`config.mk`:
```
export PLATFORM = sky130hd
export DESIGN_NAME = wrlat_train_seq
export DESIGN_NICKNAME = d
export VERILOG_FILES = /design/src/rtl/wlt_pkg.sv /design/src/rtl/wlt_timer.sv /design/src/rtl/wlt_status.sv /design/src/rtl/wrlat_train_seq.sv
export SDC_FILE = /design/constraint.sdc
export NUM_CORES = 1
export LEC_CHECK = 0
export BUFFER_PORTS_ARGS = -buffer_cell sky130_fd_sc_hd__buf_2
export CAP_MARGIN = 20
export CORE_ASPECT_RATIO = 1.1
export CORE_UTILIZATION = 30
export CTS_BUF_LIST = sky130_fd_sc_hd__clkbuf_4 sky130_fd_sc_hd__clkbuf_8
export DETAILED_ROUTE_END_ITERATION = 8
export GPL_TIMING_DRIVEN = 0
export HOLD_SLACK_MARGIN = 0.02
export PLACE_DENSITY_LB_ADDON = 0.08
export SETUP_SLACK_MARGIN = 0.1
export SYNTH_ARGS = -nofsm -noshare
export SYNTH_HDL_FRONTEND = slang
export SYNTH_SLANG_ARGS = --single-unit
```
`constraint.sdc`:
```
create_clock -name clk -period 2 [get_ports clk]
set_input_delay 0.4 -clock clk [delete_from_list [all_inputs] [get_ports clk]]
set_output_delay 0.4 -clock clk [all_outputs]
set_load 0.005 [all_outputs]
```
`src/rtl/wlt_pkg.sv`:
```
package wlt_pkg;
  typedef enum logic [3:0] {
    ST_IDLE, ST_WR_TRN, ST_RD_TRN, ST_WT_TRN, ST_CLASS,
    ST_WR_VAL, ST_RD_VAL, ST_WT_VAL, ST_NEXT, ST_DONE
  } wlt_state_e;

  // flat slot of a (rank, lane) pair in the status vectors
  function automatic int slot_idx(input int rank, input int lane, input int lanes);
    return rank * lanes + lane;
  endfunction
endpackage

```
`src/rtl/wlt_timer.sv`:
```
module wlt_timer #(
  parameter int LIMIT = 64,
  localparam int CNT_W = (LIMIT > 1) ? $clog2(LIMIT) : 1
) (
  input  logic clk,
  input  logic rst_n,
  input  logic run,
  output logic expire
);
  logic [CNT_W-1:0] cnt_q;

  always_ff @(posedge clk or negedge rst_n) begin
    if (!rst_n)   cnt_q <= '0;
    else if (!run) cnt_q <= '0;
    else if (cnt_q != CNT_W'(LIMIT - 1)) cnt_q <= cnt_q + 1'b1;
  end

  assign expire = run && (cnt_q == CNT_W'(LIMIT - 1));
endmodule

```
`src/rtl/wlt_status.sv`:
```
module wlt_status #(
  parameter int RANKS  = 2,
  parameter int LANES  = 9,
  parameter int ADJ_W  = 2,
  parameter int RANK_W = 1
) (
  input  logic                         clk,
  input  logic                         rst_n,
  input  logic                         clr,
  input  logic                         wr_cls,
  input  logic                         wr_err,
  input  logic [RANK_W-1:0]            rank,
  input  logic [LANES*ADJ_W-1:0]       adj_in,
  input  logic [LANES-1:0]             warn_in,
  input  logic [LANES-1:0]             err_in,
  output logic [RANKS*LANES*ADJ_W-1:0] adj_q,
  output logic [RANKS*LANES-1:0]       warn_q,
  output logic [RANKS*LANES-1:0]       err_q
);
  import wlt_pkg::*;

  for (genvar r = 0; r < RANKS; r++) begin : g_rank
    localparam int BASE = slot_idx(r, 0, LANES);
    logic sel;
    assign sel = (rank == RANK_W'(r));

    always_ff @(posedge clk or negedge rst_n) begin
      if (!rst_n) begin
        adj_q[BASE*ADJ_W +: LANES*ADJ_W] <= '0;
        warn_q[BASE +: LANES]            <= '0;
        err_q[BASE +: LANES]             <= '0;
      end else if (clr) begin
        adj_q[BASE*ADJ_W +: LANES*ADJ_W] <= '0;
        warn_q[BASE +: LANES]            <= '0;
        err_q[BASE +: LANES]             <= '0;
      end else begin
        if (wr_cls && sel) begin
          adj_q[BASE*ADJ_W +: LANES*ADJ_W] <= adj_in;
          warn_q[BASE +: LANES]            <= warn_in;
        end
        if (wr_err && sel)
          err_q[BASE +: LANES] <= err_q[BASE +: LANES] | err_in;
      end
    end
  end
endmodule

```
`src/rtl/wrlat_train_seq.sv`:
```
module wrlat_train_seq #(
  parameter int RANKS   = 2,
  parameter int LANES   = 9,
  parameter int ADJ_W   = 2,
  parameter int TIMEOUT = 64,
  localparam int RANK_W = (RANKS > 1) ? $clog2(RANKS) : 1
) (
  input  logic                         clk,
  input  logic                         rst_n,
  input  logic                         start,
  output logic                         busy,
  output logic                         done,
  output logic                         cmd_valid,
  output logic                         cmd_write,
  output logic [RANK_W-1:0]            cmd_rank,
  output logic                         cmd_min_depth,
  input  logic                         rd_valid,
  input  logic [LANES-1:0]             rd_lane_ok,
  output logic                         cls_req,
  output logic [RANK_W-1:0]            cls_rank,
  input  logic                         cls_ack,
  input  logic [LANES*ADJ_W-1:0]       cls_adj,
  input  logic [LANES-1:0]             cls_warn,
  output logic [RANKS*LANES*ADJ_W-1:0] lane_adj,
  output logic [RANKS*LANES-1:0]       lane_warn,
  output logic [RANKS*LANES-1:0]       lane_err,
  output logic                         any_err
);
  import wlt_pkg::*;

  wlt_state_e        state_q, state_d;
  logic [RANK_W-1:0] rank_q;

  // named internal events
  logic waiting, tmr_expire, ev_accept, ev_tmo, ev_cls_done, ev_clear, last_rank;
  logic wr_err;
  logic [LANES-1:0] err_vec;

  assign waiting     = (state_q == ST_WT_TRN) || (state_q == ST_WT_VAL);
  assign ev_accept   = waiting && rd_valid;
  assign ev_tmo      = tmr_expire && !rd_valid;
  assign ev_cls_done = (state_q == ST_CLASS) && cls_ack;
  assign ev_clear    = (state_q == ST_IDLE) && start;
  assign last_rank   = (rank_q == RANK_W'(RANKS - 1));

  wlt_timer #(.LIMIT(TIMEOUT)) u_timer (
    .clk(clk), .rst_n(rst_n), .run(waiting), .expire(tmr_expire)
  );

  always_comb begin
    state_d = state_q;
    unique case (state_q)
      ST_IDLE:   if (start) state_d = ST_WR_TRN;
      ST_WR_TRN: state_d = ST_RD_TRN;
      ST_RD_TRN: state_d = ST_WT_TRN;
      ST_WT_TRN: if (ev_accept) state_d = ST_CLASS;
                 else if (ev_tmo) state_d = ST_NEXT;
      ST_CLASS:  if (cls_ack) state_d = ST_WR_VAL;
      ST_WR_VAL: state_d = ST_RD_VAL;
      ST_RD_VAL: state_d = ST_WT_VAL;
      ST_WT_VAL: if (ev_accept || ev_tmo) state_d = ST_NEXT;
      ST_NEXT:   state_d = last_rank ? ST_DONE : ST_WR_TRN;
      ST_DONE:   state_d = ST_IDLE;
      default:   state_d = ST_IDLE;
    endcase
  end

  always_ff @(posedge clk or negedge rst_n) begin
    if (!rst_n) begin
      state_q <= ST_IDLE;
      rank_q  <= '0;
    end else begin
      state_q <= state_d;
      if (ev_clear) rank_q <= '0;
      else if (state_q == ST_NEXT && !last_rank) rank_q <= rank_q + 1'b1;
    end
  end

  // error capture: timeout flags every lane, validation flags failing lanes
  assign wr_err  = ev_tmo || ((state_q == ST_WT_VAL) && ev_accept);
  assign err_vec = ev_tmo ? '1 : ~rd_lane_ok;

  wlt_status #(.RANKS(RANKS), .LANES(LANES), .ADJ_W(ADJ_W), .RANK_W(RANK_W)) u_status (
    .clk(clk), .rst_n(rst_n), .clr(ev_clear),
    .wr_cls(ev_cls_done), .wr_err(wr_err), .rank(rank_q),
    .adj_in(cls_adj), .warn_in(cls_warn), .err_in(err_vec),
    .adj_q(lane_adj), .warn_q(lane_warn), .err_q(lane_err)
  );

  assign cmd_valid     = (state_q == ST_WR_TRN) || (state_q == ST_RD_TRN) ||
                         (state_q == ST_WR_VAL) || (state_q == ST_RD_VAL);
  assign cmd_write     = (state_q == ST_WR_TRN) || (state_q == ST_WR_VAL);
  assign cmd_min_depth = (state_q == ST_WR_TRN) || (state_q == ST_RD_TRN);
  assign cmd_rank      = rank_q;
  assign cls_req       = (state_q == ST_CLASS);
  assign cls_rank      = rank_q;
  assign busy          = (state_q != ST_IDLE);
  assign done          = (state_q == ST_DONE);
  assign any_err       = |lane_err;
endmodule

```
After elaboration in Yosys (flattened, before gate mapping)

Index checks and enable logic that the tools add are counted.

Flip-flop bits (word level): 83
Input port bits: 41
Output and inout bits: 81

Add/sub/neg operators: 2
Eq/ne operators: 16
Mux-type cells: 24
Bitwise operators: 4
Reduce and logical (&&, ||, !) cells: 29

Operators with widths:

| cell                                                                    | number |
|---|---|
| 9-bit 2-to-1 mux                                                        | 9 |
| 18-bit 2-to-1 mux                                                       | 4 |
| 4-bit one-hot mux with 9 select lines                                   | 1 |
| 4-bit 2-to-1 mux                                                        | 6 |
| 9-bit bitwise OR                                                        | 2 |
| 18-bit OR reduction                                                     | 1 |
| 4-bit by 3-bit == test with 1-bit output, second input constant         | 4 |
| 6-bit 2-to-1 mux                                                        | 2 |
| 1-bit logical AND                                                       | 11 |
| 2-bit nonzero test                                                      | 5 |
| 9-bit inverter                                                          | 1 |
| 4-bit by 2-bit == test with 1-bit output, second input constant         | 2 |
| 4-bit == test, second input constant                                    | 2 |
| 1-bit logical OR                                                        | 7 |
| 6-bit by 1-bit adder with 6-bit output, second input constant           | 1 |
| 6-bit == test, second input constant                                    | 1 |
| 6-bit inequality test, second input constant                            | 1 |
| 4-bit by 1-bit == test with 1-bit output, second input constant         | 1 |
| 4-bit zero test                                                         | 1 |
| 2-bit by 1-bit inequality test with 1-bit output, second input constant | 2 |
| 2-bit inequality test, second input constant                            | 2 |
| 4-bit AND reduction                                                     | 1 |
| 4-bit nonzero test                                                      | 1 |
| 3-bit inequality test, second input constant                            | 1 |
| other kinds (4)                                                         | 6 |

Depth between registers and ports, before layout

Word-level depth: 8
Mapped depth: 6
Gate-level depth less buffers: 5

By module

From an unflattened synthesis, not the netlist that was laid out.

Cells, all modules: 368
Area, all modules: 3962.6 µm²

By module, submodules not included:

| module          | times used | cells an instance | area an instance (µm²) | sequential area each (µm²) |
|---|---|---|---|---|
| wlt_status      | 1          | 278               | 3233.1                 | 1801.7 |
| wrlat_train_seq | 1          | 60                | 417.9                  | 125.1 |
| wlt_timer       | 1          | 30                | 311.5                  | 150.1 |

Least setup slack after synthesis

OpenSTA, ideal clock, no wires.

Kind: flip-flop to output port
Start: reg u_status.err_q[4]
End: out any_err
Data arrival time: 1367 ps
Required time: 1600 ps
Path slack: 233 ps
Stages on the path, launching flop included: 3
Cells stage by stage: dfrtp_1 or4_1 or4_1

Word-level cells in the longest chain between the ends: 1

Ends and longest elaborated chain:

| element                           | line                  | source |
|---|---|---|
| from (decl)                       | wlt_status.sv:18      | `output logic [RANKS*LANES-1:0] err_q` |
| from (signal, indexed assignment) | wlt_status.sv:42      | `err_q[BASE +: LANES] <= err_q[BASE +: LANES] \| err_in;` |
| 18-bit OR reduction               | wrlat_train_seq.sv:99 | `assign any_err = \|lane_err;` |
| to (decl)                         | wrlat_train_seq.sv:27 | `output logic any_err` |

Every way passes these cells.

Worst setup path after layout

Start: reg u_status.err_q[3]
End: out any_err

The elaborated chain is that of the path after synthesis.

==> Implementation_results.wiki <==
{| class="wikitable"
! Metric !! Value
|-
| Cell types occupying the most area after synthesis || sky130_fd_sc_hd__dfrtp_1 56%, sky130_fd_sc_hd__mux2i_1 7.3%, sky130_fd_sc_hd__nand2_1 5.9%, sky130_fd_sc_hd__o221a_1 5.5%, sky130_fd_sc_hd__a21oi_1 4.2%
|-
| Setup_tns || -0.212 ns
|-
| Power per Cell Area || 1140 mW/mm^2
|-
| Total Wirelength || between 9 and 10 mm
|-
| Crit-path cells || or4_1 -> or4_1 -> buf_2
|-
| Residual antenna-violating net count after detailed routing || 0
|-
| Clock skew after layout || between 0.009 and 0.01 ns
|-
| Post-synthesis sequential area ratio || 55.9%
|-
| Clock root cell || sky130_fd_sc_hd__clkbuf_8
|-
| Sort of element at the start of the critical path || flip-flop
|-
| Library cell contributing the largest single delay on the critical path || sky130_fd_sc_hd__or4_1
|-
| Total of buffers placed on input and output ports || 121
|-
| Class of the tightest hold or removal check || input pin to flip-flop
|-
| Sink of the worst hold path || u_status.adj_q[23]
|-
| CTS clock-pin slew for the worst setup and hold paths || 0.09 ns
|-
| IR drop worst, VDD || 0.369 mV
|-
| Area grow syn2layout || 32.2%
|-
| Worst reg2reg endpoint || u_status.err_q[10]
|-
| Worst EP arrival || 1.81 ns
|-
| DPL Wire Length || roughly 7 mm
|-
| Clock tree from TritonCTS || done
|-
| Failing checks || negative setup slack
|-
| Distinct cells, synth || 44
|-
| Synth warn || 0
|-
| Start of the worst register-to-register path || u_timer.cnt_q[0]
|-
| Global-route usage over all layers || 16.1%
|-
| Result of the run || finished, violations left
|-
| Worst hold path cell count || 3
|-
| Full die area || 0.0128 sq mm
|-
| CORE AREA || 0.0120 sq mm
|-
| CP max stage delay || roughly 0.53 ns
|-
| FF+latch count, synth || 83
|-
| Largest net degree at the start of global routing || 66
|-
| Final count of pins violating max slew || 0
|-
| Effective utilization at floorplan || a little under a third
|-
| Cell type with the largest total area after synthesis || sky130_fd_sc_hd__dfrtp_1
|-
| Final Cell Area || 0.00492 sq mm
|-
| Ports || 122
|-
| Drt first pass iters || 4
|-
| Post-Syn Instances || 339
|-
| H-tree levels || 3
|-
| GP Congestion || about 0.7
|-
| Maximum root-to-sink buffer count || 2
|-
| Initial antenna violation count || 1
|-
| Cell area after placement || 0.00455 sq mm
|-
| Most common cell type on the critical path || sky130_fd_sc_hd__or4_1
|-
| Most common cell after layout, fill and taps aside || sky130_fd_sc_hd__buf_2
|-
| Count of nets after finishing || 528
|-
| Unrepaired setup endpoints after global routing || true
|-
| Syn avg cell area || about 11 sq um
|-
| Number of vias per cell after detailed routing || 4.74
|-
| Clock network latency to the later pin of the worst-skew pair || 0.35 ns
|-
| Clock Sinks || 83
|-
| Worst-margin pin slew || 0.484 ns
|-
| Largest driver fanout on the critical path || 2
|-
| Total standard cell area after synthesis || roughly 0.0037 sq mm
|-
| Number of rows in the core area || 42
|-
| Flop-to-flop setup slack || 0.21 ns
|-
| Worst setup EP type || output port
|-
| Vertical die dimension || 119 microns
|-
| DRC Markers || 0
|-
| Min-Delay Startpoint || cls_adj[5]
|-
| Count of final setup violators || 1
|-
| Final worst-path cycle share || 111%
|-
| Global-route wire length before repair || about 16 mm
|-
| Ant. Diodes || 0
|-
| Maximum capacitance violations || 0
|-
| CTS buffer count || 9
|-
| Worst setup path category || flip-flop to output port
|-
| Initial drt markers || 84
|-
| Vias || 3,056
|-
| Die width || roughly 110 microns
|-
| Maximum achievable frequency || 452 MHz
|-
| Minimum clock period after layout || ~2.2 ns
|-
| Slack of the critical path || -0.212 ns
|-
| R2R cell count || 6
|-
| Total global routing overflow || 0
|-
| Top cell type's share of synthesized area || ~56%
|-
| LEAKAGE || approximately 0.0028 uW
|-
| Routed wirelength normalized by instance count || 15.2 microns
|-
| Fraction of layout cells with a size suffix above 1 || 37.7%
|-
| Via count of the first global-routing pass || 3,012
|-
| Required time at the endpoint of the critical path || 1.60 ns
|-
| Leading cell types in the layout, fill and taps excluded || 129 x sky130_fd_sc_hd__buf_2, 83 x sky130_fd_sc_hd__dfrtp_1, 57 x sky130_fd_sc_hd__nand2_1, 32 x sky130_fd_sc_hd__nor2_1, 31 x sky130_fd_sc_hd__a21oi_1
|-
| Total nets after synthesis || 381
|-
| Final Hold Viols || 0
|-
| Relative max-transition margin || 67.7%
|}
-- sequential cells by signal, summed over array words and instances, names as in the netlist --
signal           count
u_status.adj_q      36
cls_rank             1
state_q              4
u_status.err_q      18
u_timer.cnt_q        6
u_status.warn_q     18
-- per-layer routing --
metal	global-route usage [%]	up-vias	wire length, microns
met2	26.3	78	4670
li1	-	1475	-
met3	3.64	14	560
met5	0	-	0
met1	20.2	1489	4420
met4	6.76	0	182
-- through the flow --
step	hold WS, ns	std cells	worst slack (ns)	total power [uW]	utilization, %
after floorplan	0.104	339	0.233	3390	-
after global placement	0.486	614	-0.283	4180	37.5
after detailed placement	0.304	615	0.0841	4220	37.8
after CTS	0.264	638	-0.245	5610	40.2
after global routing	0.269	645	-0.276	5980	40.9
final	0.288	645	-0.212	5590	40.9
-- kinds of logic (layout without fill, tap and decap cells) --
kind of cell	Yosys count	in the layout	share of synthesized area [%]
fa+ha+maj	1	1	0.336
compound gates	59	59	11.9
mux	27	27	7.27
xor+xnor	4	4	0.942
flops	83	83	55.9
buf+inv	25	177	3.80
simple gates	140	140	19.9
-- critical path: cells and delay by family (launching register included) --
kind | cells | cell delay (ns)
AND/OR/NAND/NOR | 2 | 0.93
flip-flops | 1 | 0.40
buffers and inverters | 1 | 0.14
-- cell usage after synthesis, drive strengths merged --
| cell type | n |
|---|---|
| inv | 2 |
| and3 | 3 |
| and2 | 1 |
| nor2 | 32 |
| nand3 | 4 |
| a31oi | 1 |
| xnor2 | 2 |
| o32ai | 1 |
| a32oi | 1 |
| and3b | 1 |
| o31ai | 1 |
| xor2 | 2 |
| o21ai | 2 |
| o211a | 1 |
| nor2b | 1 |
| mux2i | 27 |
| nor3b | 2 |
| and4 | 1 |
| buf | 19 |
| nand4 | 2 |
| nand4b | 1 |
| nand2 | 58 |
| o221a | 18 |
| a21oi | 31 |
| nand3b | 1 |
| clkbuf | 4 |
| nor4bb | 1 |
| nor4 | 4 |
| o21bai | 1 |
| a22o | 1 |
| nand2b | 20 |
| nor3 | 6 |
| ha | 1 |
| dfrtp | 83 |
| o32a | 1 |
| or4 | 2 |
-- power breakdown --
| part | internal (uW) | switching (uW) |
|---|---|---|
| sequential | 2090 | 251 |
| combinational | 905 | 996 |
| clock | 720 | 626 |
-- how the worst max path moves through the flow --
stage	depth (start not counted)	to	slack [ns]	start
after floorplan	2	any_err	0.23	u_status.err_q[4]
after global placement	1	u_status.err_q[10]	-0.28	rst_n
after detailed placement	5	u_status.adj_q[27]	0.08	state_q[1]
after CTS	3	any_err	-0.24	u_status.err_q[3]
after global routing	4	any_err	-0.28	u_status.err_q[9]
final	3	any_err	-0.21	u_status.err_q[3]
-- what timing repair did --
| action | 4_1_cts | 5_1_grt |
|---|---|---|
| setup buffers | 6 | 7 |
| setup endpoints to repair | 21 | 24 |
| gates resized for setup | 2 | 6 |
| pin swaps | 4 | 4 |
| endpoints found under the hold margin | 18 | 0 |
| hold buffers | 1 | 0 |
-- final cells by class --
| cell class | count | area, sq um |
|---|---|---|
| sequential | 83 | 2080 |
| multi-input combinational | 231 | 1520 |
| clock inverter | 6 | 90.1 |
| timing repair buffer | 136 | 756 |
| buffer | 23 | 143 |
| clock buffer | 10 | 131 |
| fill | 1242 | 7120 |
| inverter | 2 | 7.51 |
| tap | 154 | 193 |
Note: power is estimated with default switching activity, not from simulation.
